## src/rtl/cpif_pkg.sv

```systemverilog
// Package: shared response codes and register addresses for the
// coprocessor command/response interface.
package cpif_pkg;

    // Response codes; the state machine state is the code itself.
    typedef enum logic [2:0] {
        RSP_IDLE = 3'd0,
        RSP_BUSY = 3'd1,
        RSP_OPND = 3'd2,
        RSP_RSLT = 3'd3,
        RSP_VIOL = 3'd7
    } rsp_e;

    localparam logic [1:0] A_CMD  = 2'd0;
    localparam logic [1:0] A_RSP  = 2'd1;
    localparam logic [1:0] A_OPND = 2'd2;
    localparam logic [1:0] A_RSLT = 2'd3;

    localparam logic [3:0] ESC_PREFIX = 4'hF;
    localparam int         HDR_W      = 10;

endpackage

```

## src/rtl/cpif_decode.sv

```systemverilog
// Module: cpif_decode
// Screens the upper 10 bits of a command word: escape prefix, unit
// identifier and instruction type. Purely combinational.
// Assumes: hdr = command[15:6] (prefix, id, type).
module cpif_decode
    import cpif_pkg::*;
#(
    parameter logic [2:0] CP_ID = 3'd1
) (
    input  logic [HDR_W-1:0] hdr,
    output logic             hit,
    output logic             need_opnd,
    output logic             want_res
);

    logic [3:0] pfx;
    logic [2:0] uid;
    logic [2:0] typ;

    // Split header into its fields and derive the command class.
    always_comb begin
        pfx       = hdr[HDR_W-1 -: 4];
        uid       = hdr[HDR_W-5 -: 3];
        typ       = hdr[2:0];
        hit       = (pfx == ESC_PREFIX) && (uid == CP_ID);
        need_opnd = typ[0];
        want_res  = |typ[2:1];
    end

endmodule

```

## src/rtl/cpif_core_model.sv

```systemverilog
// Module: cpif_core_model
// Stand-in for the execution core: a start pulse runs it for
// max(lat,1) cycles, then done pulses for one cycle. A kill aborts it.
// Assumes: start and kill are not asserted together.
module cpif_core_model #(
    parameter int LAT_W = 8
) (
    input  logic             clk,
    input  logic             rst_n,
    input  logic             start,
    input  logic             kill,
    input  logic [LAT_W-1:0] lat,
    output logic             done,
    output logic             busy
);

    logic [LAT_W-1:0] cnt_q;
    logic             run_q;

    // Count down the remaining execution cycles.
    always_ff @(posedge clk) begin
        if (!rst_n) begin
            run_q <= 1'b0;
            cnt_q <= '0;
        end else if (start) begin
            run_q <= 1'b1;
            cnt_q <= (lat == '0) ? LAT_W'(1) : lat;
        end else if (kill || done) begin
            run_q <= 1'b0;
        end else if (run_q) begin
            cnt_q <= cnt_q - LAT_W'(1);
        end
    end

    // Completion is the last counted cycle.
    always_comb begin
        done = run_q && (cnt_q == LAT_W'(1));
        busy = run_q;
    end

endmodule

```

## src/rtl/cpif_seq.sv

```systemverilog
// Module: cpif_seq
// Response state machine and the command, operand and result registers.
// The state is the response code seen by the host.
// Assumes: one bus access per cycle; hit/need/want are decoded from the
// current write data.
module cpif_seq
    import cpif_pkg::*;
#(
    parameter int DATA_W = 32,
    parameter int CMD_W  = 16
) (
    input  logic              clk,
    input  logic              rst_n,
    input  logic              bus_wr,
    input  logic              bus_rd,
    input  logic [1:0]        bus_addr,
    input  logic [DATA_W-1:0] bus_wdata,
    input  logic              hit,
    input  logic              need_opnd,
    input  logic              want_res,
    input  logic              core_done,
    output rsp_e              state,
    output logic              core_start,
    output logic              core_kill,
    output logic [DATA_W-1:0] res_q
);

    localparam int PAD_W = DATA_W - CMD_W;

    rsp_e              nxt;
    logic [CMD_W-1:0]  cmd_q;
    logic              want_q;
    logic [DATA_W-1:0] opnd_q;
    logic              cmd_wr;
    logic              op_wr;
    logic              res_rd;
    logic              in_flight;
    logic              finish;

    // Classify the current bus access.
    always_comb begin
        cmd_wr    = bus_wr && (bus_addr == A_CMD) && hit;
        op_wr     = bus_wr && (bus_addr == A_OPND) && (state == RSP_OPND);
        res_rd    = bus_rd && (bus_addr == A_RSLT) && (state == RSP_RSLT);
        in_flight = (state == RSP_BUSY) || (state == RSP_OPND) || (state == RSP_RSLT);
        finish    = (state == RSP_BUSY) && core_done && !cmd_wr;
    end

    // Next response state and core handshake.
    always_comb begin
        nxt        = state;
        core_start = 1'b0;
        core_kill  = 1'b0;
        if (cmd_wr && in_flight) begin
            nxt       = RSP_VIOL;
            core_kill = 1'b1;
        end else if (cmd_wr) begin
            nxt        = need_opnd ? RSP_OPND : RSP_BUSY;
            core_start = !need_opnd;
        end else if (op_wr) begin
            nxt        = RSP_BUSY;
            core_start = 1'b1;
        end else if (finish) begin
            nxt = want_q ? RSP_RSLT : RSP_IDLE;
        end else if (res_rd) begin
            nxt = RSP_IDLE;
        end
    end

    // Response state register.
    always_ff @(posedge clk) begin
        if (!rst_n) state <= RSP_IDLE;
        else        state <= nxt;
    end

    // Command, operand and result capture.
    always_ff @(posedge clk) begin
        if (!rst_n) begin
            cmd_q  <= '0;
            want_q <= 1'b0;
            opnd_q <= '0;
            res_q  <= '0;
        end else begin
            if (cmd_wr && !in_flight) begin
                cmd_q  <= bus_wdata[CMD_W-1:0];
                want_q <= want_res;
                opnd_q <= '0;
            end else if (op_wr) begin
                opnd_q <= bus_wdata;
            end
            if (finish && want_q)
                res_q <= opnd_q ^ {{PAD_W{1'b0}}, cmd_q};
        end
    end

endmodule

```

## src/rtl/cpif_top.sv

```systemverilog
// Module: cpif_top
// Coprocessor command/response interface: register port, decoder,
// response sequencer and latency model of the execution core.
// Assumes: CMD_W = 16 < DATA_W; reads are combinational.
module cpif_top
    import cpif_pkg::*;
#(
    parameter int         DATA_W = 32,
    parameter int         CMD_W  = 16,
    parameter int         LAT_W  = 8,
    parameter logic [2:0] CP_ID  = 3'd1
) (
    input  logic              clk,
    input  logic              rst_n,
    input  logic [LAT_W-1:0]  lat_cfg,
    input  logic              bus_wr,
    input  logic              bus_rd,
    input  logic [1:0]        bus_addr,
    input  logic [DATA_W-1:0] bus_wdata,
    output logic [DATA_W-1:0] bus_rdata,
    output logic              cp_busy
);

    logic              hit;
    logic              need_opnd;
    logic              want_res;
    logic              core_done;
    logic              core_start;
    logic              core_kill;
    rsp_e              state;
    logic [2:0]        rsp_code;
    logic [DATA_W-1:0] res_q;

    cpif_decode #(.CP_ID(CP_ID)) u_dec (
        .hdr       (bus_wdata[CMD_W-1 -: HDR_W]),
        .hit       (hit),
        .need_opnd (need_opnd),
        .want_res  (want_res)
    );

    cpif_seq #(.DATA_W(DATA_W), .CMD_W(CMD_W)) u_seq (
        .clk        (clk),
        .rst_n      (rst_n),
        .bus_wr     (bus_wr),
        .bus_rd     (bus_rd),
        .bus_addr   (bus_addr),
        .bus_wdata  (bus_wdata),
        .hit        (hit),
        .need_opnd  (need_opnd),
        .want_res   (want_res),
        .core_done  (core_done),
        .state      (state),
        .core_start (core_start),
        .core_kill  (core_kill),
        .res_q      (res_q)
    );

    cpif_core_model #(.LAT_W(LAT_W)) u_core (
        .clk   (clk),
        .rst_n (rst_n),
        .start (core_start),
        .kill  (core_kill),
        .lat   (lat_cfg),
        .done  (core_done),
        .busy  (cp_busy)
    );

    // Read multiplexer over the host-visible registers.
    always_comb begin
        rsp_code  = state;
        bus_rdata = '0;
        if (bus_rd) begin
            case (bus_addr)
                A_RSP:   bus_rdata = {{(DATA_W-3){1'b0}}, rsp_code};
                A_RSLT:  bus_rdata = res_q;
                default: bus_rdata = '0;
            endcase
        end
    end

endmodule

```

## config.mk

```make
export PLATFORM = sky130hd
export DESIGN_NAME = cpif_top
export DESIGN_NICKNAME = d
export VERILOG_FILES = /design/src/rtl/cpif_pkg.sv /design/src/rtl/cpif_decode.sv /design/src/rtl/cpif_core_model.sv /design/src/rtl/cpif_seq.sv /design/src/rtl/cpif_top.sv
export SDC_FILE = /design/constraint.sdc
export NUM_CORES = 1
export LEC_CHECK = 0
export BUFFER_PORTS_ARGS = -buffer_cell sky130_fd_sc_hd__clkbuf_2
export CAP_MARGIN = 15
export CELL_PAD_IN_SITES_DETAIL_PLACEMENT = 0
export CELL_PAD_IN_SITES_GLOBAL_PLACEMENT = 1
export CORE_ASPECT_RATIO = 1.1
export CORE_MARGIN = 5
export CORE_UTILIZATION = 30
export CTS_CLUSTER_SIZE = 40
export DETAILED_ROUTE_END_ITERATION = 8
export PLACE_DENSITY_LB_ADDON = 0.1
export SETUP_SLACK_MARGIN = 0.2
export SLEW_MARGIN = 40
export SYNTH_ARGS = -nofsm -noshare
export SYNTH_HDL_FRONTEND = slang
export SYNTH_SLANG_ARGS = --single-unit
```

## constraint.sdc

```tcl
create_clock -name clk -period 3.9 [get_ports clk]
set_input_delay 0.78 -clock clk [delete_from_list [all_inputs] [get_ports clk]]
set_output_delay 0.78 -clock clk [all_outputs]
set_load 0.005 [all_outputs]
```

==> impl_metrics.tcl <==
set metrics [dict create \
    syn_inst 518 \
    dp_hpwl_um 8561 \
    skew_ps 8.017 \
    coreArea_um2 13790 \
    dr.first_iter.drc_count 186 \
    antenna_cells 0 \
    synth_fp_nets 566 \
    endpoint_kind "primary output" \
    async_flop_share 0 \
    cts_hold_buf 0 \
    status "finished, final reports clean" \
    fin_util 0.3634 \
    drc 0 \
    timing.rr.end "u_seq.res_q[13]" \
    h-tree-depth 3 \
    clockBufferDepth 2 \
    worst-r2r-cell-count 6 \
    hp-start "u_seq.opnd_q[19]" \
    postLayoutCellArea_um2 5014 \
    fillCellCount 1494 \
    portBuffers 78 \
    clkSinkCount 93 \
    detailed_place.area_um2 4732 \
    drive_above_1_share 0.1966 \
    tightest_slew_ps 790.7 \
    p_int_mw 1.444 \
    slew_viol_final 0 \
    synth_enable_flop_cells 0 \
    die_area_um2 16470 \
    start_kind "primary input" \
    nets 628 \
    r2r-start "u_core.cnt_q[0]" \
    hold_viol_final 0 \
    power_frac_seq 0.510 \
    grt_overflow 0 \
    r2r_setup_slack_ps 1550 \
    setup_viol 0 \
    cts_tree "built" \
    p_sw_mw 0.4167 \
    syn_area_per_cell_um2 8.109 \
    antenna_found_initial 0 \
    worst_hold_path.endpoint "u_seq.opnd_q[19]" \
    gp_congestion 0.7723 \
    critPathMaxFanout 23 \
    hold_ws_ps 455.5 \
    critPathKind "in -> out" \
    clock_latency_ps 350 \
    avgRoutedWirePerCell_um 16.66 \
    arrival_ps 1920 \
    start_util 0.3045 \
    grt_max_degree 58 \
    finalCritPeriodShare 0.6924 \
    holdPathStages 2 \
    cts.clk_slew.worst_paths_ps 60 \
    syn_area_um2 4200 \
    swShare 0.2239 \
    grt_pass1_vias 3867 \
    pre_cts_ws_ps 1158 \
    antenna_left 0 \
    die_width_um 122.8 \
    cts_buffers 9 \
    postCtsResizedCells 0 \
    yosys.area.top_type "dfxtp_1" \
    ir_drop_v 0.0001671 \
    die_y_um 134.1 \
    min-delay-path-class "reg -> reg" \
    yosysUniqueCellTypes 52 \
    firstDrtPassIters 4 \
    syn_to_final_growth_pct 19.36 \
    synth_ff_type "dfxtp_1" \
    vias 3859 \
    ys_ff_latch 93 \
    setup_slack_ps 1200 \
    pin_count 79 \
    period_minus_slack_ps 2700 \
    combPwrFrac 0.037 \
    ys_warn_count 0 \
    maxCapViolations 0 \
    cp.required_ps 3120 \
    yosysSeqAreaShare 0.4433 \
    powerDensity_nw_per_um2 371.2 \
    clockPowerShare 0.453 \
    cts_setup_buffers 0 \
    fin_tns_setup_ps 0 \
    grt_pass1_wl_um 20620 \
    track_usage 0.1621 \
    fmax_mhz 370.3 \
    rows 45 \
    ys_top_cells_by_area "dfxtp_1 (44%), a21oi_1 (9.5%), nand2_1 (8.0%)" \
    p_leak_nw 1.923 \
    synth_top_area_frac 0.4433 \
    cts-root-buf "clkbuf_16" \
    slew_headroom 0.4729 \
    via_per_inst 4.992 \
    rsz0062_at_grt "no" \
    wl_um 12880 \
]
## layout by cell type (no fill, tap or decap), types with 3 or more instances in the layout
cell	count
inv_1	3
mux2i_1	3
clkbuf_16	9
nand4_1	6
nand3_1	35
nor2_1	18
xor2_1	16
o31ai_1	5
nor4_1	3
a311oi_1	6
dfxtp_1	93
o21ai_1	4
nand2_1	89
o21ai_0	31
and3_1	3
clkbuf_2	78
nor2b_1	3
a21oi_1	80
buf_4	13
and2_1	32
clkbuf_1	3
nor3b_1	3
or3_1	4
nor3_1	4
## worst max-delay path by stage
| stage | depth (start not counted) | from | end |
|---|---|---|---|
| floorplan | 4 | bus_addr[1] | bus_rdata[10] |
| global placement | 6 | bus_addr[0] | u_seq.state[1] |
| detailed placement | 6 | bus_addr[1] | u_seq.res_q[21] |
| CTS | 5 | bus_addr[1] | bus_rdata[8] |
| global route | 5 | bus_addr[1] | bus_rdata[15] |
| finish | 5 | bus_addr[1] | bus_rdata[3] |
## layer usage
metal | vias up | share of wire | global-route usage
met3 | 10 | 0.052 | 0.03163
met1 | 1819 | 0.47 | 0.2139
met2 | 91 | 0.46 | 0.2592
li1 | 1939 | - | -
met5 | - | 0 | 0
met4 | 0 | 0.016 | 0.06409
## sequential cells by signal, summed over array words and instances, names as in the netlist
name / flops
u_core.busy: 1
u_core.cnt_q: 8
u_seq.cmd_q: 16
u_seq.opnd_q: 32
u_seq.res_q: 32
u_seq.state: 3
u_seq.want_q: 1
## cells in the mapped netlist (5+ instances only)
cell,number
and2_1,32
nor2_1,18
o21ai_0,31
xor2_1,16
clkbuf_1,31
a311oi_1,6
nand3_1,35
dfxtp_1,93
a21oi_1,80
nand4_1,6
nand2_1,89
o31ai_1,5
## cell type report
type	count	area (µm²)	area share
timing repair buffer	91	488.0	0.09733
multi-input combinational	381	2132	0.4253
clock inverter	2	17.52	0.003494
tap	188	235.2	0.04692
sequential	93	1862	0.3714
clock buffer	14	264.0	0.05266
inverter	4	15.01	0.002995
## kinds of logic after synthesis
family	count (synthesis)	synth area share
multiplexers	3	0.007150
flip-flops	93	0.4433
adder cells (fa/ha/maj)	2	0.005957
AO/OA/AOI/OAI	139	0.1856
AND/OR/NAND/NOR	221	0.2735
buffers and inverters	44	0.05123
XOR/XNOR	16	0.03336
## critical path, stage by stage
cell and delay, ps:
clkbuf_2 210, and3_1 340, buf_4 300, and2_1 160, clkbuf_2 110
## metrics by stage
step | power [mW] | instances
6_report | 1.861 | 773
5_1_grt | 1.932 | 773
4_1_cts | 1.886 | 773
3_5_place_dp | 1.040 | 757
3_3_place_gp | 1.040 | 757
2_1_floorplan | 0.9978 | 518
## power by group through the flow
stage	registers, mW	logic (mW)	clock network, mW
after floorplan	0.971	0.0264	0
after global placement	0.972	0.0682	0
after detailed placement	0.972	0.0683	0
after CTS	0.950	0.0686	0.868
after global routing	0.949	0.0743	0.909
final	0.950	0.0680	0.843
Note: power is estimated with default switching activity, not from simulation.
